$ cat config.mk
export PLATFORM = sky130hd
export DESIGN_NAME = dual_bank_pwm
export DESIGN_NICKNAME = d
export VERILOG_FILES = /design/src/rtl/pwm_pkg.sv /design/src/rtl/pwm_prescaler.sv /design/src/rtl/pwm_timebase.sv /design/src/rtl/pwm_bank.sv /design/src/rtl/dual_bank_pwm.sv
export SDC_FILE = /design/constraint.sdc
export NUM_CORES = 1
export LEC_CHECK = 0
export ABC_AREA = 1
export BUFFER_PORTS_ARGS = -buffer_cell sky130_fd_sc_hd__buf_4
export CAP_MARGIN = 40
export CORE_ASPECT_RATIO = 0.6
export CORE_MARGIN = 1.5
export CORE_UTILIZATION = 53
export CTS_BUF_LIST = sky130_fd_sc_hd__clkbuf_4 sky130_fd_sc_hd__clkbuf_8 sky130_fd_sc_hd__clkbuf_16
export DETAILED_ROUTE_END_ITERATION = 10
export PLACE_DENSITY = 0.69
export SLEW_MARGIN = 30
export SYNTH_ARGS = -nofsm -noshare
export SYNTH_HDL_FRONTEND = slang
export SYNTH_SLANG_ARGS = --single-unit
$ cat constraint.sdc
create_clock -name clk -period 4.2 [get_ports clk]
set_clock_uncertainty 0.1 [all_clocks]
set_input_delay 0.63 -clock clk [delete_from_list [all_inputs] [get_ports clk]]
set_output_delay 0.63 -clock clk [all_outputs]
set_load 0.02 [all_outputs]
$ cat src/rtl/pwm_pkg.sv
package pwm_pkg;
  localparam int CH_PER_BANK = 8;
  localparam int DUTY_BITS   = 10;
  localparam int RATIO_BITS  = 4;
endpackage

$ cat src/rtl/pwm_prescaler.sv
module pwm_prescaler #(
  parameter int RATIO_BITS = 4
) (
  input  logic                  clk,
  input  logic                  rst,
  input  logic [RATIO_BITS-1:0] div_code,
  output logic                  tick
);
  logic [RATIO_BITS-1:0] phase;
  logic                  at_end;

  // A code lowered below the current phase also ends the period.
  assign at_end = (phase >= div_code);
  assign tick   = at_end;

  always_ff @(posedge clk) begin
    if (rst)         phase <= '0;
    else if (at_end) phase <= '0;
    else             phase <= phase + 1'b1;
  end
endmodule

$ cat src/rtl/pwm_timebase.sv
module pwm_timebase #(
  parameter int DUTY_BITS = 10
) (
  input  logic                 clk,
  input  logic                 rst,
  input  logic                 tick,
  output logic [DUTY_BITS-1:0] count
);
  always_ff @(posedge clk) begin
    if (rst)       count <= '0;
    else if (tick) count <= count + 1'b1;
  end
endmodule

$ cat src/rtl/pwm_bank.sv
module pwm_bank #(
  parameter int CH        = 8,
  parameter int DUTY_BITS = 10,
  localparam int AW       = (CH > 1) ? $clog2(CH) : 1
) (
  input  logic                          clk,
  input  logic                          rst,
  input  logic                          wr_en,
  input  logic [AW-1:0]                 wr_addr,
  input  logic [DUTY_BITS-1:0]          wr_data,
  input  logic [DUTY_BITS-1:0]          count,
  input  logic                          shutdown,
  output logic [CH-1:0]                 pwm,
  output logic [CH-1:0][DUTY_BITS-1:0]  duty
);
  for (genvar i = 0; i < CH; i++) begin : g_ch
    logic sel;
    assign sel = wr_en && (wr_addr == AW'(i));

    always_ff @(posedge clk) begin
      if (rst)      duty[i] <= '0;
      else if (sel) duty[i] <= wr_data;
    end

    always_ff @(posedge clk) begin
      if (rst) pwm[i] <= 1'b0;
      else     pwm[i] <= !shutdown && (count <= duty[i]);
    end
  end
endmodule

$ cat src/rtl/dual_bank_pwm.sv
module dual_bank_pwm #(
  parameter int CH         = pwm_pkg::CH_PER_BANK,
  parameter int DUTY_BITS  = pwm_pkg::DUTY_BITS,
  parameter int RATIO_BITS = pwm_pkg::RATIO_BITS,
  localparam int AW        = (CH > 1) ? $clog2(CH) : 1
) (
  input  logic                  clk,
  input  logic                  rst,
  input  logic                  wr_en,
  input  logic [AW-1:0]         wr_addr,
  input  logic [DUTY_BITS-1:0]  wr_duty_a,
  input  logic [DUTY_BITS-1:0]  wr_duty_b,
  input  logic [RATIO_BITS-1:0] div_code,
  input  logic                  shutdown,
  output logic [CH-1:0]         pwm_a,
  output logic [CH-1:0]         pwm_b
);
  logic                         tick;
  logic [DUTY_BITS-1:0]         count;
  logic [CH-1:0][DUTY_BITS-1:0] duty_a;
  logic [CH-1:0][DUTY_BITS-1:0] duty_b;

  pwm_prescaler #(.RATIO_BITS(RATIO_BITS)) u_pre (
    .clk(clk), .rst(rst), .div_code(div_code), .tick(tick)
  );

  pwm_timebase #(.DUTY_BITS(DUTY_BITS)) u_tb (
    .clk(clk), .rst(rst), .tick(tick), .count(count)
  );

  pwm_bank #(.CH(CH), .DUTY_BITS(DUTY_BITS)) u_bank_a (
    .clk(clk), .rst(rst), .wr_en(wr_en), .wr_addr(wr_addr),
    .wr_data(wr_duty_a), .count(count), .shutdown(shutdown),
    .pwm(pwm_a), .duty(duty_a)
  );

  pwm_bank #(.CH(CH), .DUTY_BITS(DUTY_BITS)) u_bank_b (
    .clk(clk), .rst(rst), .wr_en(wr_en), .wr_addr(wr_addr),
    .wr_data(wr_duty_b), .count(count), .shutdown(shutdown),
    .pwm(pwm_b), .duty(duty_b)
  );
endmodule

After elaboration in Yosys (flattened, before gate mapping)
Cells that the tools add are included.

word-level totals
  register bits after elaboration = 190
  bits in latches = 0
  memory bits (writable) = 0
  ROM bits = 0
  bits of input ports = 31
  output and inout bits = 16
  word-level logic and storage cells = 87
  memories kept = 0

operators by class
  $add $sub $neg = 2
  multipliers = 0
  divide/modulo/power cells = 0
  order comparisons = 17
  equality and inequality tests = 7
  shifts and indexed selects = 0
  multiplexer cells = 0
  bitwise operators = 0
  reduce and logical (&&, ||, !) cells = 27

operators by type and width
  operator                 number
  $le A10 B10 Y1           16
  $logic_and A1 B1 Y1      24
  $eq A3 B3 Y1 const B     4
  $add A10 B1 Y10 const B  1
  $eq A3 B2 Y1 const B     2
  $add A4 B1 Y4 const B    1
  $ge A4 B4 Y1             1
  $eq A3 B1 Y1 const B     1
  $logic_not A3 Y1         1
  $reduce_or A2 Y1         1
  $logic_not A1 Y1         1

Longest topological paths before layout
  word-level depth = 2
  mapped depth = 10
  mapped depth without buffers = 10

Hierarchy
From an unflattened synthesis, not the netlist that was laid out.

second synthesis, totals
  cells, all modules = 1479
  area, all modules = 10851.7 um^2

by module, submodules not included
  module         times used  cells an instance  area each (um^2)
  pwm_bank       2           690                5067.4
  pwm_timebase   1           64                 447.9
  pwm_prescaler  1           35                 269.0

Least setup slack after synthesis
Ideal clock, no wire load.

  path type = input to register
  start point = input port div_code[3]
  end point = register u_tb.count[4]
  library setup time = 115 ps
  data arrival time = 1711 ps
  data required time = 3985 ps
  slack = 2273 ps
  cell stages on the path = 7
  buffers on the path = 1
  cells stage by stage = inv_1 ha_1 a21oi_4 nand3_4 buf_12 a21oi_1 nor2_1

on the way
  word-level cells in the longest chain between the ends = 1

RTL lines
  item                    line                 RTL
  start: declaration      dual_bank_pwm.sv:13  input logic [RATIO_BITS-1:0] div_code,
  $ge A4 B4 Y1            pwm_prescaler.sv:13  assign at_end = (phase >= div_code);
  end signal: assignment  pwm_timebase.sv:11   else if (tick) count <= count + 1'b1;
  end: declaration        pwm_timebase.sv:7    output logic [DUTY_BITS-1:0] count

No other way between the ends.
A chain may end at the register's enable or synchronous reset.

Worst setup path after layout
  start point = register u_tb.count[2]
  end point = register u_bank_a.pwm[6]

on the way
  word-level cells in the longest chain between the ends = 2

RTL lines
  item                            line            RTL
  $le A10 B10 Y1                  pwm_bank.sv:27  else pwm[i] <= !shutdown && (count <= duty[i]);
  $logic_and A1 B1 Y1             pwm_bank.sv:27
  end signal: indexed assignment  pwm_bank.sv:27
  end: declaration                pwm_bank.sv:13  output logic [CH-1:0] pwm,

No other way between the ends.

==> flow_summary.rst <==
.. list-table::
   :header-rows: 1

   * - Metric
     - Value
   * - Pin count of the biggest net entering global routing
     - 97
   * - Standard cell area after detailed placement
     - 11440 µm²
   * - Minimum clock period
     - 2.210 ns
   * - Clock edge transition at the registers on the reported setup and hold paths
     - 0.08 ns
   * - Most area-hungry cell type in the Yosys netlist
     - dfxtp_1
   * - 1st-iter DRT viols
     - 575
   * - Fin. Hold Viols
     - 0
   * - Final non-filler cell total
     - 1802
   * - Largest family of logic cells by synthesized area
     - adder cells
   * - 1st-pass router iterations
     - 5
   * - Final RePlAce weighted congestion
     - 0.8079
   * - Timing-limited maximum frequency
     - 0.4524 GHz
   * - Final antenna diode count
     - 0
   * - Area growth from synthesis to layout
     - 10.20%
   * - Sw Share
     - 28.63%
   * - Status
     - completed
   * - Via count of the first global-routing pass
     - 8359
   * - RSZ-0062 raised after global routing
     - no
   * - Crit Path Class
     - flip-flop to flip-flop
   * - Share of the synthesized area in compound gates (AO/OA/AOI/OAI)
     - 16.78%
   * - Cts bufs inserted
     - 17
   * - Data arrival time at the worst-slack endpoint
     - 2.43 ns
   * - Relative slew slack
     - 50.78%
   * - Die area
     - 21560 µm²
   * - Post-route design area
     - 12070 µm²
   * - Die Y
     - 114.3 µm
   * - Number of vias per cell
     - 5.071
   * - Total negative slack
     - 0 ns
   * - Post-route fraction of the period consumed by the critical path
     - 52.63%
   * - Measured slew at the worst slew-check pin
     - 0.7372 ns
   * - Required time reported for the critical path endpoint
     - 4.42 ns
   * - Buffers from clock root to sink, at most
     - 2
   * - Die width
     - 188.6 µm
   * - Post-Place Worst Slack
     - 1.767 ns
   * - Count of final max-slew check failures
     - 0
   * - Core ar.
     - 20120 µm²
   * - Power spent charging and discharging nets
     - 1.205 mW
   * - Max Fanout on Critical Path
     - 11
   * - Static Leak
     - 5.641 nW
   * - Count of placed standard cells including taps
     - 1769
   * - Average wire per standard cell
     - 15.41 µm
   * - Average cell area after synthesis
     - 7.350 µm²
   * - Fraction of synthesized cell area in xor and xnor cells
     - 0.2399%
   * - Number of fill cells
     - 1880
   * - Mux cell area share after synthesis
     - 0%
   * - Unique cell type count in the Yosys netlist
     - 29
   * - Drc violations
     - 0
   * - Sequential group share of total power
     - 45.3%
   * - GR Util All Layers
     - 26.90%
   * - Sequential area share after synthesis
     - 34.73%
   * - Post-synthesis register bit count
     - 190
   * - Internal power of the cells
     - 3.006 mW
   * - Kind of launch point of the worst setup path
     - flip-flop
   * - Hold crit path type
     - input port to flip-flop
   * - Number of setup violations in the final report
     - 0
   * - Hold buffers post-CTS
     - 0
   * - Worst reg2reg path depth
     - 7
   * - Synthesized netlist net count
     - 1687
   * - Leading cell types by total area after synthesis
     - dfxtp_1, ha_1, inv_1
   * - Top cell type's share of synthesized area
     - 34.73%
   * - HPWL after DPL
     - 18390 µm
   * - Clock Sink Count
     - 190
   * - TritonCTS clock tree
     - done
   * - Utilization of the core after routing
     - 59.99%
   * - Number of cells on the worst hold path
     - 2
   * - Post-DRT Antenna Nets
     - 0
   * - Post-layout nets
     - 1713
   * - Clock network fraction of total power
     - 40.8%
   * - Final WL
     - 27770 µm
   * - Clock network latency to the later pin of the worst-skew pair
     - 0.45 ns
   * - First-pass GRT wire length
     - 44480 µm
   * - Max-cap violations
     - 0
   * - Initial antenna violation count
     - 1
   * - I/O Buffers
     - 46
   * - Layout cell share with drive strength beyond 1
     - 7.979%
   * - Deepest level of the CTS H-tree
     - 4
   * - Netlist area before placement
     - 10950 µm²
   * - Number of core rows
     - 40
   * - Global route total overflow
     - 0
   * - Sort of element at the end of the critical path
     - flip-flop
   * - Post-synthesis share of cell area spent on and, or, nand and nor gates
     - 16.55%
   * - Final Total Pwr
     - 4.211 mW
   * - Number of setup buffers added after CTS
     - 0
   * - Post-cts resize count
     - 0
   * - Root Buffer Master
     - clkbuf_16
   * - Initial Util
     - 54.43%
   * - Setup ws final
     - 1.990 ns
   * - Worst-case hold slack
     - 0.2799 ns
   * - Gate Count Post-Synth
     - 1490
   * - I/O pin total
     - 47
   * - P per Cell Area
     - 348.9 nW/µm²
   * - Adder-cell area share of the yosys netlist
     - 18.96%
   * - Share of total power in combinational logic
     - 14.0%
   * - Peak VDD IR
     - 0.3086 mV
   * - Vias
     - 9138
   * - Synthesis warning total
     - 0
-- critical path, stage by stage, from the launching register on --
cell and delay [ns]:
dfxtp_1 0.80, buf_4 0.36, ha_1 0.27, nand2_1 0.06, nor2_1 0.05, nand3_1 0.08, nand3_1 0.07, a21oi_1 0.29
-- kinds of logic after synthesis --
| kind of cell | count (synthesis) |
|---|---|
| compound gates | 362 |
| xor+xnor | 3 |
| fa+ha+maj | 166 |
| buf+inv | 337 |
| flops | 190 |
| simple gates | 432 |
-- routing by layer --
metal / GRT usage [%] / vias up / wire length, µm
li1: - / 4847 / -
met1: 38.33 / 4107 / 14380
met2: 43.16 / 163 / 12100
met3: 4.229 / 21 / 1037
met4: 5.450 / 0 / 248
met5: 0 / - / 0
-- area by class of cell --
cell class	count	area [µm²]	area share (%)
Clock buffer	18	439.2	3.639
Clock inverter	14	167.7	1.389
Inverter	284	1067	8.843
Multi-Input combinational cell	963	5764	47.76
Sequential cell	190	3806	31.54
Tap cell	273	341.6	2.830
Timing Repair Buffer	60	483.0	4.002
-- final timing paths --
path                startpoint                 to  slack (ns)
max              u_tb.count[2]    u_bank_a.pwm[6]        1.99
min                        rst      u_tb.count[3]        0.28
max reg2reg      u_tb.count[2]    u_bank_a.pwm[6]        1.99
min reg2reg  u_bank_a.duty[54]  u_bank_a.duty[54]        0.36
-- synthesized netlist by cell type --
cell      number
a21oi_2        4
a21oi_1      197
inv_2          5
clkbuf_1      21
nor2_2         1
nor3b_1        1
nand3_4        1
or2_1          1
dfxtp_1      190
buf_2         17
nor2_4         2
buf_6         11
o21ai_0      160
ha_1         166
nor2_1        83
buf_4          2
nand4_1       24
a21oi_4        1
nand2_2        6
xnor2_1        1
nand4_4        1
nand3_1       37
nand2_4        1
buf_12         1
nand3b_1       2
clkbuf_2       1
xor2_1         2
inv_1        279
nand2_1      272
-- sequential cells by signal (all words and copies together), names as in the netlist --
signal and cells:
u_bank_b.pwm 8, u_bank_a.pwm 8, u_pre.phase 4, u_tb.count 10, u_bank_a.duty 80, u_bank_b.duty 80
-- cell usage in the layout, fill, tap and decap left out, drive strengths merged --
master / Yosys / final
inv: 284 / 292
nand2: 279 / 279
a21oi: 202 / 202
dfxtp: 190 / 190
ha: 166 / 166
o21ai: 160 / 160
nor2: 86 / 86
buf: 31 / 60
nand3: 38 / 38
nand4: 25 / 25
clkbuf: 22 / 18
xor2: 2 / 2
nand3b: 2 / 2
clkinvlp: 0 / 2
bufinv: 0 / 2
clkinv: 0 / 2
or2: 1 / 1
xnor2: 1 / 1
nor3b: 1 / 1
-- power groups by stage --
stage	registers [mW]	logic, mW	clock network, mW
2_1_floorplan	1.97	0.386	0
3_3_place_gp	1.95	0.565	0
3_5_place_dp	1.95	0.584	0
4_1_cts	1.91	0.588	1.73
5_1_grt	1.91	0.667	1.80
6_report	1.91	0.589	1.72
No activity file was read; power rests on OpenSTA's default activity.
